[src/rtl/fip_pkg.sv]
package fip_pkg;

  localparam int CNT_W  = 3;
  localparam int STEP_W = 2;

  typedef logic signed [CNT_W-1:0]  cnt_t;
  typedef logic signed [STEP_W-1:0] step_t;

  // Clip an input vote count to the nominal -2..+2 range.
  function automatic cnt_t clip_cnt(input cnt_t c);
    if (c > 3'sd2)  return 3'sd2;
    if (c < -3'sd2) return -3'sd2;
    return c;
  endfunction

endpackage

[src/rtl/fip_frac_stage.sv]
module fip_frac_stage
  import fip_pkg::*;
#(
  parameter int FRAC_W = 6,
  parameter int INT_W  = 4
) (
  input  logic                    clk,
  input  logic                    rst,
  input  logic                    cnt_vld,
  input  cnt_t                    cnt,
  input  logic signed [INT_W-1:0] int_now,
  input  logic signed [1:0]       carry_now,
  output logic [FRAC_W-1:0]       frac_q,
  output logic signed [1:0]       carry_q,
  output logic                    pin_hi,
  output logic                    pin_lo
);

  localparam int SUM_W = FRAC_W + 2;
  localparam int EXT_W = SUM_W - CNT_W;
  localparam logic signed [SUM_W-1:0] FULL = SUM_W'(1 << FRAC_W);
  localparam logic signed [INT_W:0] E_MAX = (INT_W+1)'((1 << (INT_W-1)) - 1);
  localparam logic signed [INT_W:0] E_MIN = -(INT_W+1)'(1 << (INT_W-1));

  cnt_t                    c_clip;
  logic signed [SUM_W-1:0] c_ext;
  logic signed [SUM_W-1:0] inc;
  logic signed [SUM_W-1:0] sum;
  logic signed [INT_W:0]   int_ahead;
  logic [FRAC_W-1:0]       frac_d;
  logic signed [1:0]       carry_d;

  // Integer value that the integer stage is about to hold.
  function automatic logic signed [INT_W:0] look_ahead(
    input logic signed [INT_W-1:0] iv,
    input logic signed [1:0]       cv
  );
    return {iv[INT_W-1], iv} + {{(INT_W-1){cv[1]}}, cv};
  endfunction

  always_comb begin
    c_clip    = clip_cnt(cnt);
    c_ext     = {{EXT_W{c_clip[CNT_W-1]}}, c_clip};
    inc       = c_ext <<< (FRAC_W-1);
    sum       = $signed({2'b00, frac_q}) + inc;
    int_ahead = look_ahead(int_now, carry_now);
    pin_hi    = (int_ahead == E_MAX) && (sum >= FULL);
    pin_lo    = (int_ahead == E_MIN) && sum[SUM_W-1];
    frac_d    = sum[FRAC_W-1:0];
    carry_d   = sum[SUM_W-1:FRAC_W];
    if (pin_hi) begin
      frac_d  = '1;
      carry_d = 2'sd0;
    end else if (pin_lo) begin
      frac_d  = '0;
      carry_d = 2'sd0;
    end
  end

  always_ff @(posedge clk) begin
    if (rst) begin
      frac_q  <= '0;
      carry_q <= 2'sd0;
    end else if (cnt_vld) begin
      frac_q  <= frac_d;
      carry_q <= carry_d;
    end else begin
      carry_q <= 2'sd0;
    end
  end

endmodule

[src/rtl/fip_int_stage.sv]
module fip_int_stage #(
  parameter int FRAC_W = 6,
  parameter int INT_W  = 4,
  localparam int W     = INT_W + FRAC_W
) (
  input  logic                    clk,
  input  logic                    rst,
  input  logic signed [1:0]       carry_in,
  input  logic [FRAC_W-1:0]       frac_in,
  output logic signed [W-1:0]     freq_q,
  output logic signed [INT_W-1:0] int_q
);

  logic signed [INT_W-1:0] int_sum;

  function automatic logic signed [INT_W-1:0] absorb(
    input logic signed [INT_W-1:0] iv,
    input logic signed [1:0]       cv
  );
    return iv + {{(INT_W-2){cv[1]}}, cv};
  endfunction

  assign int_q   = freq_q[W-1:FRAC_W];
  assign int_sum = absorb(int_q, carry_in);

  always_ff @(posedge clk) begin
    if (rst) freq_q <= '0;
    else     freq_q <= {int_sum, frac_in};
  end

endmodule

[src/rtl/fip_step_gen.sv]
module fip_step_gen
  import fip_pkg::*;
#(
  parameter int W = 10
) (
  input  logic                clk,
  input  logic                rst,
  input  logic signed [W-1:0] freq,
  output step_t               step_q
);

  localparam int T_W = W + 2;
  localparam logic signed [T_W-1:0] K = T_W'(1 << (W-1));

  logic [W-2:0]          res_q;
  logic signed [T_W-1:0] tot;
  step_t                 step_d;

  function automatic step_t decide(input logic signed [T_W-1:0] t);
    if (t >= K)       return 2'sd1;
    if (t < T_W'(0))  return -2'sd1;
    return 2'sd0;
  endfunction

  always_comb begin
    tot    = $signed({3'b000, res_q}) + {{2{freq[W-1]}}, freq};
    step_d = decide(tot);
  end

  always_ff @(posedge clk) begin
    if (rst) begin
      res_q  <= '0;
      step_q <= 2'sd0;
    end else begin
      res_q  <= tot[W-2:0];
      step_q <= step_d;
    end
  end

endmodule

[src/rtl/freq_integ_path.sv]
module freq_integ_path
  import fip_pkg::*;
#(
  parameter int FRAC_W = 6,
  parameter int INT_W  = 4
) (
  input  logic              clk,
  input  logic              rst,
  input  logic              cnt_vld,
  input  logic signed [2:0] cnt_in,
  output logic signed [1:0] step_o
);

  localparam int W = INT_W + FRAC_W;

  logic [FRAC_W-1:0]       frac_w;
  logic signed [1:0]       carry_w;
  logic signed [W-1:0]     freq_w;
  logic signed [INT_W-1:0] int_w;
  logic                    pin_hi_w;
  logic                    pin_lo_w;
  step_t                   step_w;

  fip_frac_stage #(.FRAC_W(FRAC_W), .INT_W(INT_W)) u_frac (
    .clk      (clk),
    .rst      (rst),
    .cnt_vld  (cnt_vld),
    .cnt      (cnt_in),
    .int_now  (int_w),
    .carry_now(carry_w),
    .frac_q   (frac_w),
    .carry_q  (carry_w),
    .pin_hi   (pin_hi_w),
    .pin_lo   (pin_lo_w)
  );

  fip_int_stage #(.FRAC_W(FRAC_W), .INT_W(INT_W)) u_int (
    .clk     (clk),
    .rst     (rst),
    .carry_in(carry_w),
    .frac_in (frac_w),
    .freq_q  (freq_w),
    .int_q   (int_w)
  );

  fip_step_gen #(.W(W)) u_step (
    .clk   (clk),
    .rst   (rst),
    .freq  (freq_w),
    .step_q(step_w)
  );

  assign step_o = step_w;

endmodule

[config.mk]
export PLATFORM = sky130hd
export DESIGN_NAME = freq_integ_path
export DESIGN_NICKNAME = d
export VERILOG_FILES = /design/src/rtl/fip_pkg.sv /design/src/rtl/fip_frac_stage.sv /design/src/rtl/fip_int_stage.sv /design/src/rtl/fip_step_gen.sv /design/src/rtl/freq_integ_path.sv
export SDC_FILE = /design/constraint.sdc
export NUM_CORES = 1
export LEC_CHECK = 0
export BUFFER_PORTS_ARGS = -buffer_cell sky130_fd_sc_hd__buf_2
export CAP_MARGIN = 20
export CORE_MARGIN = 2
export CORE_UTILIZATION = 45
export CTS_CLUSTER_DIAMETER = 60
export DETAILED_ROUTE_END_ITERATION = 12
export PLACE_DENSITY = 0.67
export SETUP_SLACK_MARGIN = 0.05
export SYNTH_ARGS = -nofsm -noshare
export SYNTH_HDL_FRONTEND = slang
export SYNTH_SLANG_ARGS = --single-unit
[constraint.sdc]
create_clock -name clk -period 1.9 [get_ports clk]
set_input_delay 0.285 -clock clk [delete_from_list [all_inputs] [get_ports clk]]
set_output_delay 0.285 -clock clk [all_outputs]
set_load 0.005 [all_outputs]
==> load_flow_metrics.sql <==
INSERT INTO impl_metrics (metric_group, metric, value, unit) VALUES
('route', 'drt_drc_violations_left', '0', ''),
('pwr', 'power.share.switching', '28.0', '%'),
('critical_path', 'reg2reg_end', 'u_frac.frac_q[5]$_SDFFE_PP0P_', ''),
('critical_path', 'worstPathRequired', '2.07', 'ns'),
('floorplanning', 'ios', '8', ''),
('critical_path', 'worstPathMaxFanout', '3', ''),
('critical_path', 'critPathArrivalTime', '2.15', 'ns'),
('route', 'routed-via-count', '1003', ''),
('floorplanning', 'die_height', '55.8', 'um'),
('sta', 'totalNegativeSetupSlack', '-0.112', 'ns'),
('run_status', 'failed_checks', 'setup timing', ''),
('placed_design', 'numPlacedInstances', '173', ''),
('pwr', 'vdd.ir_drop.worst', '0.000341', 'V'),
('critical_path', 'worst_setup_path_end_kind', 'flop', ''),
('critical_path', 'worst_path_max_delay_cell', 'sky130_fd_sc_hd__fa_2', ''),
('synth', 'synth_fp_nets', '150', ''),
('pwr', 'power_frac_seq', '52.4', '%'),
('global_routing', 'grt_pass1_vias', '963', ''),
('hold_path', 'worstHoldPathType', 'primary input to flop', ''),
('sta', 'tightest_slew', '0.388', 'ns'),
('global_routing', 'pin_count_of_the_biggest_net_entering_global_routing', '20', ''),
('layout', 'drive_gt1_share', '39.1', '%'),
('global_routing', 'grtUsageTotal', '17.2', '%'),
('synth', 'post_synth_num_cell_types', '39', ''),
('synth', 'synth-warning-count', '0', ''),
('pwr', 'finalPower', '921', 'uW'),
('pwr', 'power-per-cell-area', '587', 'nW/um^2'),
('clocking', 'clockRootBuffer', 'sky130_fd_sc_hd__clkbuf_4', ''),
('sta', 'postLayoutSetupSlackWorst', '-0.0737', 'ns'),
('synth', 'synth.top_cell.area_share', '34.9', '%'),
('global_routing', 'antenna_found_initial', '0', ''),
('pwr', 'power.net_switching', '258', 'uW'),
('synth', 'ys_ff_latch', '21', ''),
('floorplanning', 'row_count', '18', ''),
('hold_path', 'min_from', 'cnt_vld', ''),
('sta', 'hold_viol_final', '0', ''),
('clocking', 'later_pin_clock_latency_in_the_skew_report', '0.29', 'ns'),
('layout', 'finalNonFillerCells', '181', ''),
('critical_path', 'timing.critical_path.cells', 'ha_4 > inv_2 > fa_2 > xor2_2 > nand4b_1 > nor4_4 > nand2b_1 > a311oi_2', ''),
('pwr', 'share_comb_of_total_power', '24.7', '%'),
('sta', 'grt_setup_unrepaired', 'true', ''),
('synth', 'dominantRegCellSynth', 'sky130_fd_sc_hd__dfxtp_1', ''),
('clocking', 'clock_path_buffers', '2', ''),
('placed_design', 'placement.cell_area', '1380', 'um^2'),
('route', 'antenna_violation_net_count_after_detailed_routing', '0', ''),
('pwr', 'power.leakage', '0.658', 'nW'),
('layout', 'area.growth.synth_to_final', '30.0', '%'),
('floorplanning', 'chipWidth', '55.8', 'um'),
('sta', 'finalSetupViolCount', '4', ''),
('run_status', 'result_of_the_run', 'complete, but fails checks', ''),
('sta', 'worst_slew_margin_rel', '74.1', '%'),
('synth', 'synth.largest_area_cell', 'sky130_fd_sc_hd__dfxtp_1', ''),
('sta', 'final_cycle_share', '104', '%'),
('synth', 'synth_enable_flop_cells', '0', ''),
('clocking', 'cts.htree.levels', '1', ''),
('synth', 'synth.cells.most_frequent', '21 x sky130_fd_sc_hd__dfxtp_1, 15 x sky130_fd_sc_hd__ha_1, 11 x sky130_fd_sc_hd__nor2_1, 10 x sky130_fd_sc_hd__nor2b_1, 8 x sky130_fd_sc_hd__nand2_1', ''),
('synth', 'syn_avg_cell_area', '9.50', 'um^2'),
('layout', 'antenna_cells_inserted', '0', ''),
('critical_path', 'setup.reg_to_reg.worst_slack', '-0.07', 'ns'),
('run', 'cap_viol_max_count', '0', ''),
('placed_design', 'detailedPlacementHpwl', '1770', 'um'),
('critical_path', 'cp_slowest_stage_delay', '0.38', 'ns'),
('hold_path', 'timing.hold.worst_endpoint', 'u_frac.frac_q[5]$_SDFFE_PP0P_', ''),
('critical_path', 'r2r-start', 'u_int.freq_q[6]$_SDFF_PP0_', ''),
('synth', 'netlist_top_cells_area', 'sky130_fd_sc_hd__dfxtp_1 35%, sky130_fd_sc_hd__ha_1 16%, sky130_fd_sc_hd__nor2b_1 5.2%', ''),
('pwr', 'share_clk_of_total_power', '22.9', '%'),
('synth', 'async_flop_share', '0', '%'),
('clocking', 'tritoncts', 'done', ''),
('floorplanning', 'initial_utilization', '48.2', '%'),
('global_routing', 'grt_overflow', '0', ''),
('pwr', 'p_int', '663', 'uW');
## power groups by stage
stage	Combinational (mW)	Sequential, mW	Clock, mW
floorplan	0.123	0.487	0
global placement	0.172	0.488	0
detailed placement	0.180	0.489	0
CTS	0.212	0.483	0.227
global route	0.250	0.486	0.240
finish	0.228	0.482	0.211
## cell usage in the layout, fill, tap and decap left out, drive strengths merged, types with 2 or more instances in the layout
cell,netlist,layout
nor2b,10,10
nand2,8,8
and2,2,2
clkbuf,1,4
or2,2,2
a21o,4,4
xor2,4,4
xnor2,2,2
fa,2,2
dfxtp,21,21
a211oi,3,3
nand2b,3,3
a21boi,2,2
buf,1,22
inv,5,5
o21ai,3,3
ha,15,15
nand4b,2,2
nor4,2,2
a21oi,7,7
nor2,11,11
nor3,3,3
## cells by family (layout without fill, tap and decap cells)
group	count (synthesis)	after routing	synth area share, %
simple gates	49	49	23.9
compound gates	27	27	15.9
flops	21	21	34.9
fa+ha+maj	17	17	18.9
buf+inv	7	31	2.18
xor+xnor	6	6	4.36
## cell type report
cell class,instances,area [um^2]
Clock buffer,4,26.3
Fill cell,200,932
Inverter,5,18.8
Multi-Input combinational cell,99,910
Sequential cell,21,424
Tap cell,30,37.5
Timing Repair Buffer,22,151
## flip-flops by register name (all words and copies together) (netlist names)
name / cells
u_step.step_q: 2
u_frac.carry_q: 2
u_step.res_q: 9
u_frac.frac_q: 2
u_int.freq_q: 6
## metrics by stage
stage	util, %	hold WS (ns)	worst slack [ns]
finish	62.7	0.255	-0.0737
global route	62.7	0.248	-0.123
CTS	60.1	0.215	-0.0461
detailed placement	55.3	0.466	-0.307
global placement	55.3	0.466	-0.194
floorplan	-	0.394	-0.0273
## layer usage
| layer | vias to the layer above | track usage, % | wire length, um |
|---|---|---|---|
| met4 | 0 | 5.92 | 60 |
| met2 | 21 | 29.6 | 1230 |
| li1 | 496 | - | - |
| met1 | 478 | 21.7 | 1180 |
| met3 | 8 | 2.79 | 67 |
| met5 | - | 0 | 0 |
## worst max path at each step
| stage | start | slack (ns) | cells after the start | to |
|---|---|---|---|---|
| floorplan | cnt_in[1] | -0.03 | 9 | u_frac.frac_q[5]$_SDFFE_PP0P_ |
| global placement | u_int.freq_q[6]$_SDFF_PP0_ | -0.19 | 8 | u_frac.frac_q[5]$_SDFFE_PP0P_ |
| detailed placement | cnt_in[1] | -0.31 | 10 | u_frac.frac_q[5]$_SDFFE_PP0P_ |
| CTS | u_int.freq_q[6]$_SDFF_PP0_ | -0.05 | 7 | u_frac.carry_q[0]$_SDFF_PP0_ |
| global route | u_int.freq_q[6]$_SDFF_PP0_ | -0.12 | 7 | u_frac.frac_q[5]$_SDFFE_PP0P_ |
| finish | u_int.freq_q[6]$_SDFF_PP0_ | -0.07 | 8 | u_frac.frac_q[5]$_SDFFE_PP0P_ |
## worst register-to-register path, cell delays in order (launching register included)
cell                       delay (ns)
sky130_fd_sc_hd__dfxtp_2         0.37
sky130_fd_sc_hd__ha_4            0.14
sky130_fd_sc_hd__inv_2           0.04
sky130_fd_sc_hd__fa_2            0.38
sky130_fd_sc_hd__xor2_2          0.22
sky130_fd_sc_hd__nand4b_1        0.18
sky130_fd_sc_hd__nor4_4          0.25
sky130_fd_sc_hd__nand2b_1        0.17
sky130_fd_sc_hd__a311oi_2        0.10
## timing repair
item	in CTS	in global routing
pin swaps	6	5
buffers inserted	1	3
gates resized for setup	16	12
gates cloned	0	0
endpoints found under the setup margin	8	7
No activity file was read; power rests on OpenSTA's default activity.
